## src/rtl/pgbuf_pkg.sv

```systemverilog
package pgbuf_pkg;
  typedef enum logic [2:0] {
    ST_IDLE,
    ST_LOAD1,
    ST_STREAM,
    ST_CPROG,
    ST_CCLR,
    ST_BUSY
  } seq_state_e;

  localparam logic [7:0] OP_LOAD1   = 8'h74;
  localparam logic [7:0] OP_STREAM  = 8'h41;
  localparam logic [7:0] OP_BUFPROG = 8'h0E;
  localparam logic [7:0] OP_CLEAR   = 8'h55;
  localparam logic [7:0] OP_CONFIRM = 8'hD0;
endpackage

```

## src/rtl/pgbuf_store.sv

```systemverilog
module pgbuf_store #(
  parameter int DEPTH  = 128,
  parameter int DATA_W = 16,
  localparam int COL_W = $clog2(DEPTH)
) (
  input  logic              clk,
  input  logic              rst_n,
  input  logic              we,
  input  logic [COL_W-1:0]  wcol,
  input  logic [DATA_W-1:0] wdata,
  input  logic              clr,
  input  logic [COL_W-1:0]  rcol,
  output logic [DATA_W-1:0] rword
);
  logic [DATA_W-1:0] mem_q [DEPTH];
  logic [DEPTH-1:0]  valid_q;

  // data array carries no reset; the valid map masks it
  always_ff @(posedge clk) begin
    if (we) mem_q[wcol] <= wdata;
  end

  for (genvar i = 0; i < DEPTH; i++) begin : g_valid
    always_ff @(posedge clk or negedge rst_n) begin
      if (!rst_n)                                  valid_q[i] <= 1'b0;
      else if (clr)                                valid_q[i] <= 1'b0;
      else if (we && (wcol == COL_W'(i)))          valid_q[i] <= 1'b1;
    end
  end

  assign rword = valid_q[rcol] ? mem_q[rcol] : {DATA_W{1'b1}};

  p_clear_empties_r4: assert property (@(posedge clk) disable iff (!rst_n)
    clr |=> (valid_q == '0));
  p_write_marks_r2: assert property (@(posedge clk) disable iff (!rst_n)
    (we && !clr) |=> valid_q[$past(wcol)]);
endmodule

```

## src/rtl/pgbuf_ctrl.sv

```systemverilog
module pgbuf_ctrl
  import pgbuf_pkg::*;
#(
  parameter int DEPTH    = 128,
  parameter int DATA_W   = 16,
  parameter int ADDR_W   = 20,
  parameter int BANK_W   = 3,
  parameter logic [BANK_W-1:0] BANK1_TAG = '0,
  localparam int COL_W   = $clog2(DEPTH),
  localparam int PAGE_W  = ADDR_W - COL_W
) (
  input  logic              clk,
  input  logic              rst_n,
  input  logic              cmd_vld,
  input  logic [7:0]        cmd_code,
  input  logic              wr_vld,
  input  logic [ADDR_W-1:0] wr_addr,
  input  logic [DATA_W-1:0] wr_data,
  input  logic              prog_done,
  output logic              st_we,
  output logic [COL_W-1:0]  st_col,
  output logic [DATA_W-1:0] st_data,
  output logic              st_clr,
  output logic              prog_req,
  output logic [PAGE_W-1:0] prog_page,
  output logic              busy,
  output logic              seq_err
);
  localparam logic [COL_W-1:0] LAST_COL = COL_W'(DEPTH - 1);

  seq_state_e        state_q, state_n;
  logic [COL_W-1:0]  cnt_q, cnt_n;
  logic              cnt_en;
  logic [PAGE_W-1:0] page_q, page_n;
  logic              page_en;
  logic              req_q, req_n;
  logic              err_q, err_n;

  logic [COL_W-1:0]  w_col;
  logic [PAGE_W-1:0] w_page;
  logic              w_bank1;
  logic              w_confirm;
  logic              stream_ok;

  assign w_col     = wr_addr[COL_W-1:0];
  assign w_page    = wr_addr[ADDR_W-1:COL_W];
  assign w_bank1   = (wr_addr[ADDR_W-1 -: BANK_W] == BANK1_TAG);
  assign w_confirm = (wr_data[7:0] == OP_CONFIRM);
  assign stream_ok = (w_col == cnt_q) && ((cnt_q == '0) || (w_page == page_q));

  always_comb begin
    state_n = state_q;
    cnt_n   = cnt_q;
    cnt_en  = 1'b0;
    page_n  = w_page;
    page_en = 1'b0;
    req_n   = 1'b0;
    err_n   = 1'b0;
    st_we   = 1'b0;
    st_clr  = 1'b0;
    unique case (state_q)
      ST_IDLE: if (cmd_vld) begin
        unique case (cmd_code)
          OP_LOAD1:   state_n = ST_LOAD1;
          OP_STREAM:  begin state_n = ST_STREAM; cnt_n = '0; cnt_en = 1'b1; end
          OP_BUFPROG: state_n = ST_CPROG;
          OP_CLEAR:   state_n = ST_CCLR;
          default:    state_n = ST_IDLE;
        endcase
      end
      ST_LOAD1: if (wr_vld) begin
        state_n = ST_IDLE;
        if (w_bank1) st_we = 1'b1;
        else         err_n = 1'b1;
      end
      ST_STREAM: if (wr_vld) begin
        if (stream_ok) begin
          st_we   = 1'b1;
          page_en = 1'b1;
          if (cnt_q == LAST_COL) begin
            state_n = ST_BUSY;
            req_n   = 1'b1;
          end else begin
            cnt_n  = cnt_q + 1'b1;
            cnt_en = 1'b1;
          end
        end else begin
          st_clr  = 1'b1;
          err_n   = 1'b1;
          state_n = ST_IDLE;
        end
      end
      ST_CPROG: if (wr_vld) begin
        if (w_confirm && w_bank1) begin
          state_n = ST_BUSY;
          req_n   = 1'b1;
          page_en = 1'b1;
        end else begin
          err_n   = 1'b1;
          state_n = ST_IDLE;
        end
      end
      ST_CCLR: if (wr_vld) begin
        state_n = ST_IDLE;
        if (w_confirm) st_clr = 1'b1;
        else           err_n  = 1'b1;
      end
      ST_BUSY: if (prog_done) begin
        st_clr  = 1'b1;
        state_n = ST_IDLE;
      end
      default: state_n = ST_IDLE;
    endcase
  end

  assign st_col  = w_col;
  assign st_data = wr_data;

  always_ff @(posedge clk or negedge rst_n) begin
    if (!rst_n) begin
      state_q <= ST_IDLE;
      cnt_q   <= '0;
      page_q  <= '0;
      req_q   <= 1'b0;
      err_q   <= 1'b0;
    end else begin
      state_q <= state_n;
      req_q   <= req_n;
      err_q   <= err_n;
      if (cnt_en)  cnt_q  <= cnt_n;
      if (page_en) page_q <= page_n;
    end
  end

  assign prog_req  = req_q;
  assign prog_page = page_q;
  assign busy      = (state_q == ST_BUSY);
  assign seq_err   = err_q;

  p_req_pulse_r8: assert property (@(posedge clk) disable iff (!rst_n)
    prog_req |=> !prog_req);
  p_req_with_busy_r8: assert property (@(posedge clk) disable iff (!rst_n)
    prog_req |-> busy);
  p_busy_holds_r8: assert property (@(posedge clk) disable iff (!rst_n)
    (busy && !prog_done) |=> (busy && $stable(prog_page)));
  p_done_releases_r10: assert property (@(posedge clk) disable iff (!rst_n)
    (busy && prog_done) |=> !busy);
  p_err_no_req_r5: assert property (@(posedge clk) disable iff (!rst_n)
    seq_err |-> (!prog_req && !busy));
  p_busy_quiet_r9: assert property (@(posedge clk) disable iff (!rst_n)
    (busy && !prog_done) |-> (!st_we && !st_clr));
endmodule

```

## src/rtl/pgbuf_seq.sv

```systemverilog
module pgbuf_seq #(
  parameter int DEPTH   = 128,
  parameter int DATA_W  = 16,
  parameter int ADDR_W  = 20,
  parameter int BANK_W  = 3,
  parameter logic [BANK_W-1:0] BANK1_TAG = '0,
  localparam int COL_W  = $clog2(DEPTH),
  localparam int PAGE_W = ADDR_W - COL_W
) (
  input  logic              clk,
  input  logic              rst_n,
  input  logic              cmd_vld,
  input  logic [7:0]        cmd_code,
  input  logic              wr_vld,
  input  logic [ADDR_W-1:0] wr_addr,
  input  logic [DATA_W-1:0] wr_data,
  input  logic              prog_done,
  input  logic [COL_W-1:0]  eng_col,
  output logic              prog_req,
  output logic [PAGE_W-1:0] prog_page,
  output logic              busy,
  output logic              seq_err,
  output logic [DATA_W-1:0] eng_word
);
  logic              st_we;
  logic [COL_W-1:0]  st_col;
  logic [DATA_W-1:0] st_data;
  logic              st_clr;

  pgbuf_ctrl #(
    .DEPTH(DEPTH), .DATA_W(DATA_W), .ADDR_W(ADDR_W),
    .BANK_W(BANK_W), .BANK1_TAG(BANK1_TAG)
  ) u_ctrl (
    .clk(clk), .rst_n(rst_n),
    .cmd_vld(cmd_vld), .cmd_code(cmd_code),
    .wr_vld(wr_vld), .wr_addr(wr_addr), .wr_data(wr_data),
    .prog_done(prog_done),
    .st_we(st_we), .st_col(st_col), .st_data(st_data), .st_clr(st_clr),
    .prog_req(prog_req), .prog_page(prog_page),
    .busy(busy), .seq_err(seq_err)
  );

  pgbuf_store #(.DEPTH(DEPTH), .DATA_W(DATA_W)) u_store (
    .clk(clk), .rst_n(rst_n),
    .we(st_we), .wcol(st_col), .wdata(st_data), .clr(st_clr),
    .rcol(eng_col), .rword(eng_word)
  );
endmodule

```

## config.mk

```make
export PLATFORM = sky130hd
export DESIGN_NAME = pgbuf_seq
export DESIGN_NICKNAME = d
export VERILOG_FILES = /design/src/rtl/pgbuf_pkg.sv /design/src/rtl/pgbuf_store.sv /design/src/rtl/pgbuf_ctrl.sv /design/src/rtl/pgbuf_seq.sv
export SDC_FILE = /design/constraint.sdc
export NUM_CORES = 2
export LEC_CHECK = 0
export ABC_AREA = 1
export CAP_MARGIN = 20
export CORE_MARGIN = 8
export CORE_UTILIZATION = 50
export DETAILED_ROUTE_END_ITERATION = 12
export DONT_BUFFER_PORTS = 1
export HOLD_SLACK_MARGIN = 0.12
export PLACE_DENSITY = 0.66
export SLEW_MARGIN = 20
export SYNTH_ARGS = -nofsm -noshare
export SYNTH_HDL_FRONTEND = slang
export SYNTH_SLANG_ARGS = --single-unit
```

## constraint.sdc

```tcl
create_clock -name clk -period 3.38 [get_ports clk]
set_input_delay 0.169 -clock clk [delete_from_list [all_inputs] [get_ports clk]]
set_output_delay 0.169 -clock clk [all_outputs]
set_load 0.02 [all_outputs]
```

# Word level (Yosys, flattened, before mapping)
# Memory sizes are Yosys's and may differ from the RTL's.
# Index checks and enable logic that the tools add are counted.
word_totals:
  ramBits: 2048
  memories: 1
  input_bits: 56
  ff_bits: 153
  output_inout_bits: 32
  elab_cells: 860
classes:
  n_mux: 308
  n_eq_ne: 149
  magnitude_cmp: 1
  n_reduce_logical: 267
  addsub: 1
mem_list:
  columns: ["name", "words", "word_bits", "rd", "rd_ports_with_merged_regs", "write_ports", "line_no", "rtl"]
  rows:
  - ["u_store.mem_q", 128, 16, 1, 0, 1, "pgbuf_store.sv:15", "logic [DATA_W-1:0] mem_q [DEPTH];"]
op_table:
  columns: ["operator", "n"]
  rows:
  - ["$eq 7x7->1 const B", 65]
  - ["$mux 1", 284]
  - ["$reduce_bool 2->1", 129]
  - ["$eq 7x6->1 const B", 32]
  - ["$logic_and 1x1->1", 130]
  - ["$eq 7x5->1 const B", 16]
  - ["$eq 7x4->1 const B", 8]
  - ["$mux 7", 5]
  - ["$eq 7x3->1 const B", 4]
  - ["$eq 8x7->1 const B", 3]
  - ["$mux 3", 8]
  - ["$mux 16", 1]
  - ["$pmux 3 s5", 1]
  - ["$eq 7x2->1 const B", 2]
  - ["$logic_not 7->1", 2]
  - ["$pmux 7 s2", 1]
  - ["$eq 13x13->1", 1]
  - ["$ne 2x2->1 const B", 6]
  - ["$pmux 3 s4", 1]
  - ["$eq 8x4->1 const B", 1]
  - ["$eq 8x8->1 const B", 1]
  - ["$lt 7x8->1 const B", 1]
  - ["$pmux 1 s2", 4]
  - ["$add 7x1->7 const B", 1]
  - ["15 further kinds", 19]

# Longest topological paths before layout
logic_depth:
  ltp_word: 9
  mapped_depth: 15
  mapped_depth_nobuf: 14

# By module
# A second synthesis with hierarchy kept.
unflattened:
  hier_cells: 8066
  area_unflattened_um2: 91191.2
modules_own_cells:
  columns: ["module", "cells_per_inst", "n_inst", "area_each_um2"]
  rows:
  - ["pgbuf_store", 7766, 1, 89175.5]
  - ["pgbuf_ctrl", 300, 1, 2015.7]

# Worst setup path before layout
# OpenSTA, ideal clock, no wires.
synth_path:
  kind: "register to register"
  start: "register u_ctrl.page_q[8], in the netlist u_ctrl.prog_page[8]"
  end: "memory u_store.mem_q[35][0] (enable)"
  stages_incl_launch_ff: 15
  period_less_slack_ns: 2.663
  setup_time_ns: 0.388
  arrival_ns: 2.275
  path_buffers: 2
  required_time_ns: 2.992
  slack_ns: 0.717
  cell_sequence: "dfrtp_1 inv_1 nand2_1 nand2_1 nor2_1 nand2_1 nor2_1 nand2_1 nand2_1 nand3_1 nand2_2 buf_6 nand3_2 buf_2 nor2_1"
synth_via:
  elab_chain_cells: 8
synth_rtl:
  columns: ["item", "line_no", "rtl"]
  rows:
  - ["start: declaration", "pgbuf_ctrl.sv:34", "logic [PAGE_W-1:0] page_q, page_n;"]
  - ["start signal: assignment", "pgbuf_ctrl.sv:131", "if (page_en) page_q <= page_n;"]
  - ["$eq 13x13->1", "pgbuf_ctrl.sv:49", "assign stream_ok = (w_col == cnt_q) && ((cnt_q == '0) || (w_page == page_q));"]
  - ["$logic_or 1x1->1", "pgbuf_ctrl.sv:49", null]
  - ["$logic_and 1x1->1", "pgbuf_ctrl.sv:49", null]
  - ["$mux 1", "pgbuf_ctrl.sv:77", "if (stream_ok) begin"]
  - ["$mux 1", "pgbuf_ctrl.sv:76", "ST_STREAM: if (wr_vld) begin"]
  - ["$pmux 1 s2", "pgbuf_ctrl.sv:61", "unique case (state_q)"]
  - ["$mux 1", "pgbuf_store.sv:20", "if (we) mem_q[wcol] <= wdata;"]
  - ["$mux 1 (not written as such)", "pgbuf_store.sv:20", null]
  - ["end: declaration", "pgbuf_store.sv:15", null]
# No other way between the ends.

# Worst setup path in the final report
layout_path:
  start: "input eng_col[1]"
  end: "output eng_word[14]"
layout_via:
  elab_chain_cells: 3
  elab_cells_between_ends: 4
  classes_between: "3 x mux; 1 x memory"
layout_rtl:
  columns: ["item", "line_no", "rtl"]
  rows:
  - ["start: declaration", "pgbuf_seq.sv:18", "input logic [COL_W-1:0] eng_col,"]
  - ["$bmux 1 s7", "pgbuf_store.sv:31", "assign rword = valid_q[rcol] ? mem_q[rcol] : {DATA_W{1'b1}};"]
  - ["$mux 1 (not written as such)", "pgbuf_store.sv:31", null]
  - ["$mux 16 *", "pgbuf_store.sv:31", null]
  - ["end: declaration", "pgbuf_seq.sv:23", "output logic [DATA_W-1:0] eng_word"]
# Every way passes the cells marked *; elsewhere a longest branch is shown, timed or not. The select of a mux whose other input is x is not followed.

==> reports/results.ini <==
[power]
p_int_uw=44930
p_leak_uw=0.03831
power_frac_clock_pct=40.9
pwr-share-comb_pct=7.0
pwr_density_cell_mw_per_mm2=560.3
p_sw_share_pct=22.74
irDropWorstVdd_uv=625.2
switchingPower_uw=13230
power_frac_seq_pct=52.1

[floorplan]
dieHeight_um=444.1
rows=157
chipWidth_um=444.1
start_util_pct=50.20
die_area_sq_mm=0.1972
core_area_sq_mm=0.1825
io_pins=88

[timing]
fin_ws_ns=-0.1866
worst_pin_slew_ns=1.617
fin_crit_ns=3.567
slew_headroom_pct=-7.814
max_freq_mhz=280.4
slew_viol_final=67
clock_skew_ns=0.01886
rsz0062_at_grt=false
min_period_over_period_pct=105.5
finalSetupTns_ns=-0.7621
fin_hold_ws_ns=0.2093
finalHoldViolCount=0
setup_viol=15

[grt]
grt_max_degree=1122
antenna_found_initial=6
overflow=0
grt_pass1_vias=59330
grtUsageTotal_pct=24.88
grt_pass1_wl_um=379100

[synth]
synth_most_common_cell=nand2_1
synth_cells=8184
yosysTopAreaCell=edfxtp_1
netlist_top_cells_count=nand2_1 (2773), edfxtp_1 (2048), nand3_1 (1887), buf_2 (271), inv_1 (205)
netlist.area_leader.share_pct=67.12
synth_area_per_cell_sq_um=11.19
synth-async-reset-ratio_pct=6.951
synth_area_leaders=edfxtp_1 (67%), nand2_1 (11%), nand3_1 (10%)
syn-num-nets=8242
synth_flop_cell=edfxtp_1
synthesis.area_sq_mm=0.09162
synth_edf_count=2048
seq_area_frac_synth_pct=71.30
ys_ff_latch=2201
synth_cell_types=32
yosys_warnings=0

[cts]
cts_setup_buffers=0
cts_sinks=2201
clockRootBuffer=clkbuf_16
cts_buffer_depth=3
htreeDepth=4
cts_tree=built
insertion_delay_ns=0.85
clk_pin_slew_ns=0.06
numCtsBuffers=217

[setup_path]
cp.arrival_ns=3.40
r2r_setup_slack_ns=0.26
endpoint_kind=primary output
crit_path_start_kind=primary input
critPathKind=in -> out
path_max_fanout=543
cp_data_required_time_ns=3.21

[run]
max_cap_violations=0

[drt]
finalWirelength_um=260100
firstDrtPassIters=8
drc_errors=0
routedWlPerCell_um=24.02
drtAntennaViolNets=0
via_per_inst=5.877
route.vias.total=63650
drtIter0Drc=8156

[placed_design]
gp_congestion=0.8315
place_area_sq_mm=0.09504
post-place-ws_ns=-0.02465
port-buffer-count=0
dpl.hpwl_um=130500

[hold_path]
hold_class=in -> reg

[run_status]
status=complete, but fails checks
violations=slew limit, setup timing

[layout]
multiInputGateArea_sq_mm=0.02284
seqCellArea_sq_mm=0.06533
fill_cells=14710
drive_above_1_share_pct=7.803
nets=8322
fin_area_sq_mm=0.1038
syn2layout_area_growth_pct=13.30

worst max-delay path, cell delays in order:
cell and delay, ns:
inv_8 0.46, buf_12 0.26, buf_4 0.27, nand3_1 0.10
nand3_1 0.12, nand2_1 0.07, nand2_1 0.09, nand3_1 0.14
nand3_1 0.32, nand3_1 0.24, nand2_1 0.35, nand2_1 0.15
buf_12 0.17
sequential cells by signal (all words and copies together) (netlist names):
register and count:
u_ctrl.prog_req 1, u_ctrl.state_q 3, u_ctrl.prog_page 13, u_ctrl.seq_err 1
u_ctrl.cnt_q 7, u_store.mem_q 2048, u_store.valid_q 128
cell usage in the layout, fill, tap and decap left out, types with 3 or more instances in the layout:
master / n
buf_12: 78
inv_8: 3
dfrtp_2: 3
nor2_2: 16
o21ai_0: 47
a21oi_1: 38
inv_1: 203
nand2_1: 2772
inv_2: 4
clkinvlp_4: 4
inv_16: 3
buf_6: 4
nand3_1: 1885
dfrtp_1: 150
nand3_2: 9
nor3_2: 9
clkbuf_8: 4
dlygate4sd3_1: 92
nor2_1: 166
xnor2_1: 4
clkinv_8: 3
buf_4: 201
clkbuf_16: 231
edfxtp_1: 2048
clkinv_2: 36
nor3_1: 8
nand4_1: 135
clkbuf_1: 60
o21ai_1: 120
bufinv_16: 19
buf_16: 21
clkinv_1: 47
power by group through the flow:
stage,Clock (uW),Combinational [uW],Sequential (uW)
after floorplan,0,2350,30800
after global placement,0,2980,30800
after detailed placement,0,3030,30800
after CTS,24000,3720,30300
after global routing,25100,4410,30300
final,23800,4060,30300
layer usage:
layer  vias up  global-route usage [%]  share of wire [%]
li1      28740                       -                  -
met1     30950                   35.22                 40
met4        12                   9.493                3.9
met5         -                       0              0.024
met2      3449                   38.82                 46
met3       497                   4.278                9.8
cells by family (layout without fill, tap and decap cells):
logic type      count (synthesis)  in the layout  share of synthesized area, %
buf+inv                       758           1019                         3.836
flops                        2201           2201                         71.30
xor+xnor                        4              4                       0.03823
compound gates                209            209                         1.151
simple gates                 5010           5010                         23.64
fa+ha+maj                       2              2                       0.02731
other cells                     0              1                             0
path summary, 6_finish.rpt:
kind                            depth (start not counted)                    end                 from
worst max-delay path                                   13           eng_word[14]           eng_col[1]
worst min-delay path                                    4  u_store.mem_q[43][11]               wr_vld
worst max register to register                         14  u_store.mem_q[73][14]  u_ctrl.prog_page[5]
worst min register to register                          2    u_store.valid_q[84]  u_store.valid_q[84]
max in group asynchronous                               3   u_store.valid_q[118]                rst_n
min in group asynchronous                               3    u_ctrl.prog_page[5]                rst_n
final cells by class:
cell class                      count  area share (%)
Timing Repair Buffer              406           4.674
Tap cell                         2385           2.875
Clock inverter                    114           1.094
Multi-Input combinational cell   5225           22.00
Inverter                          213          0.7943
Sequential cell                  2201           62.94
Antenna cell                        1        0.002411
Clock buffer                      286           5.622
metrics by stage:
stage	instances	util (%)	total power, uW
floorplan	8184	-	33170
global placement	10310	52.08	33810
detailed placement	10310	52.08	33880
CTS	10820	56.69	58040
global route	10830	56.88	59790
finish	10830	56.88	58160
what timing repair did:
action	in CTS	in global routing
hold endpoints to repair	3502	0
hold buffers	111	0
endpoints found under the setup margin	1	83
gates resized for setup	1	11
cloned	0	9
Power figures use the tool's default switching activity.
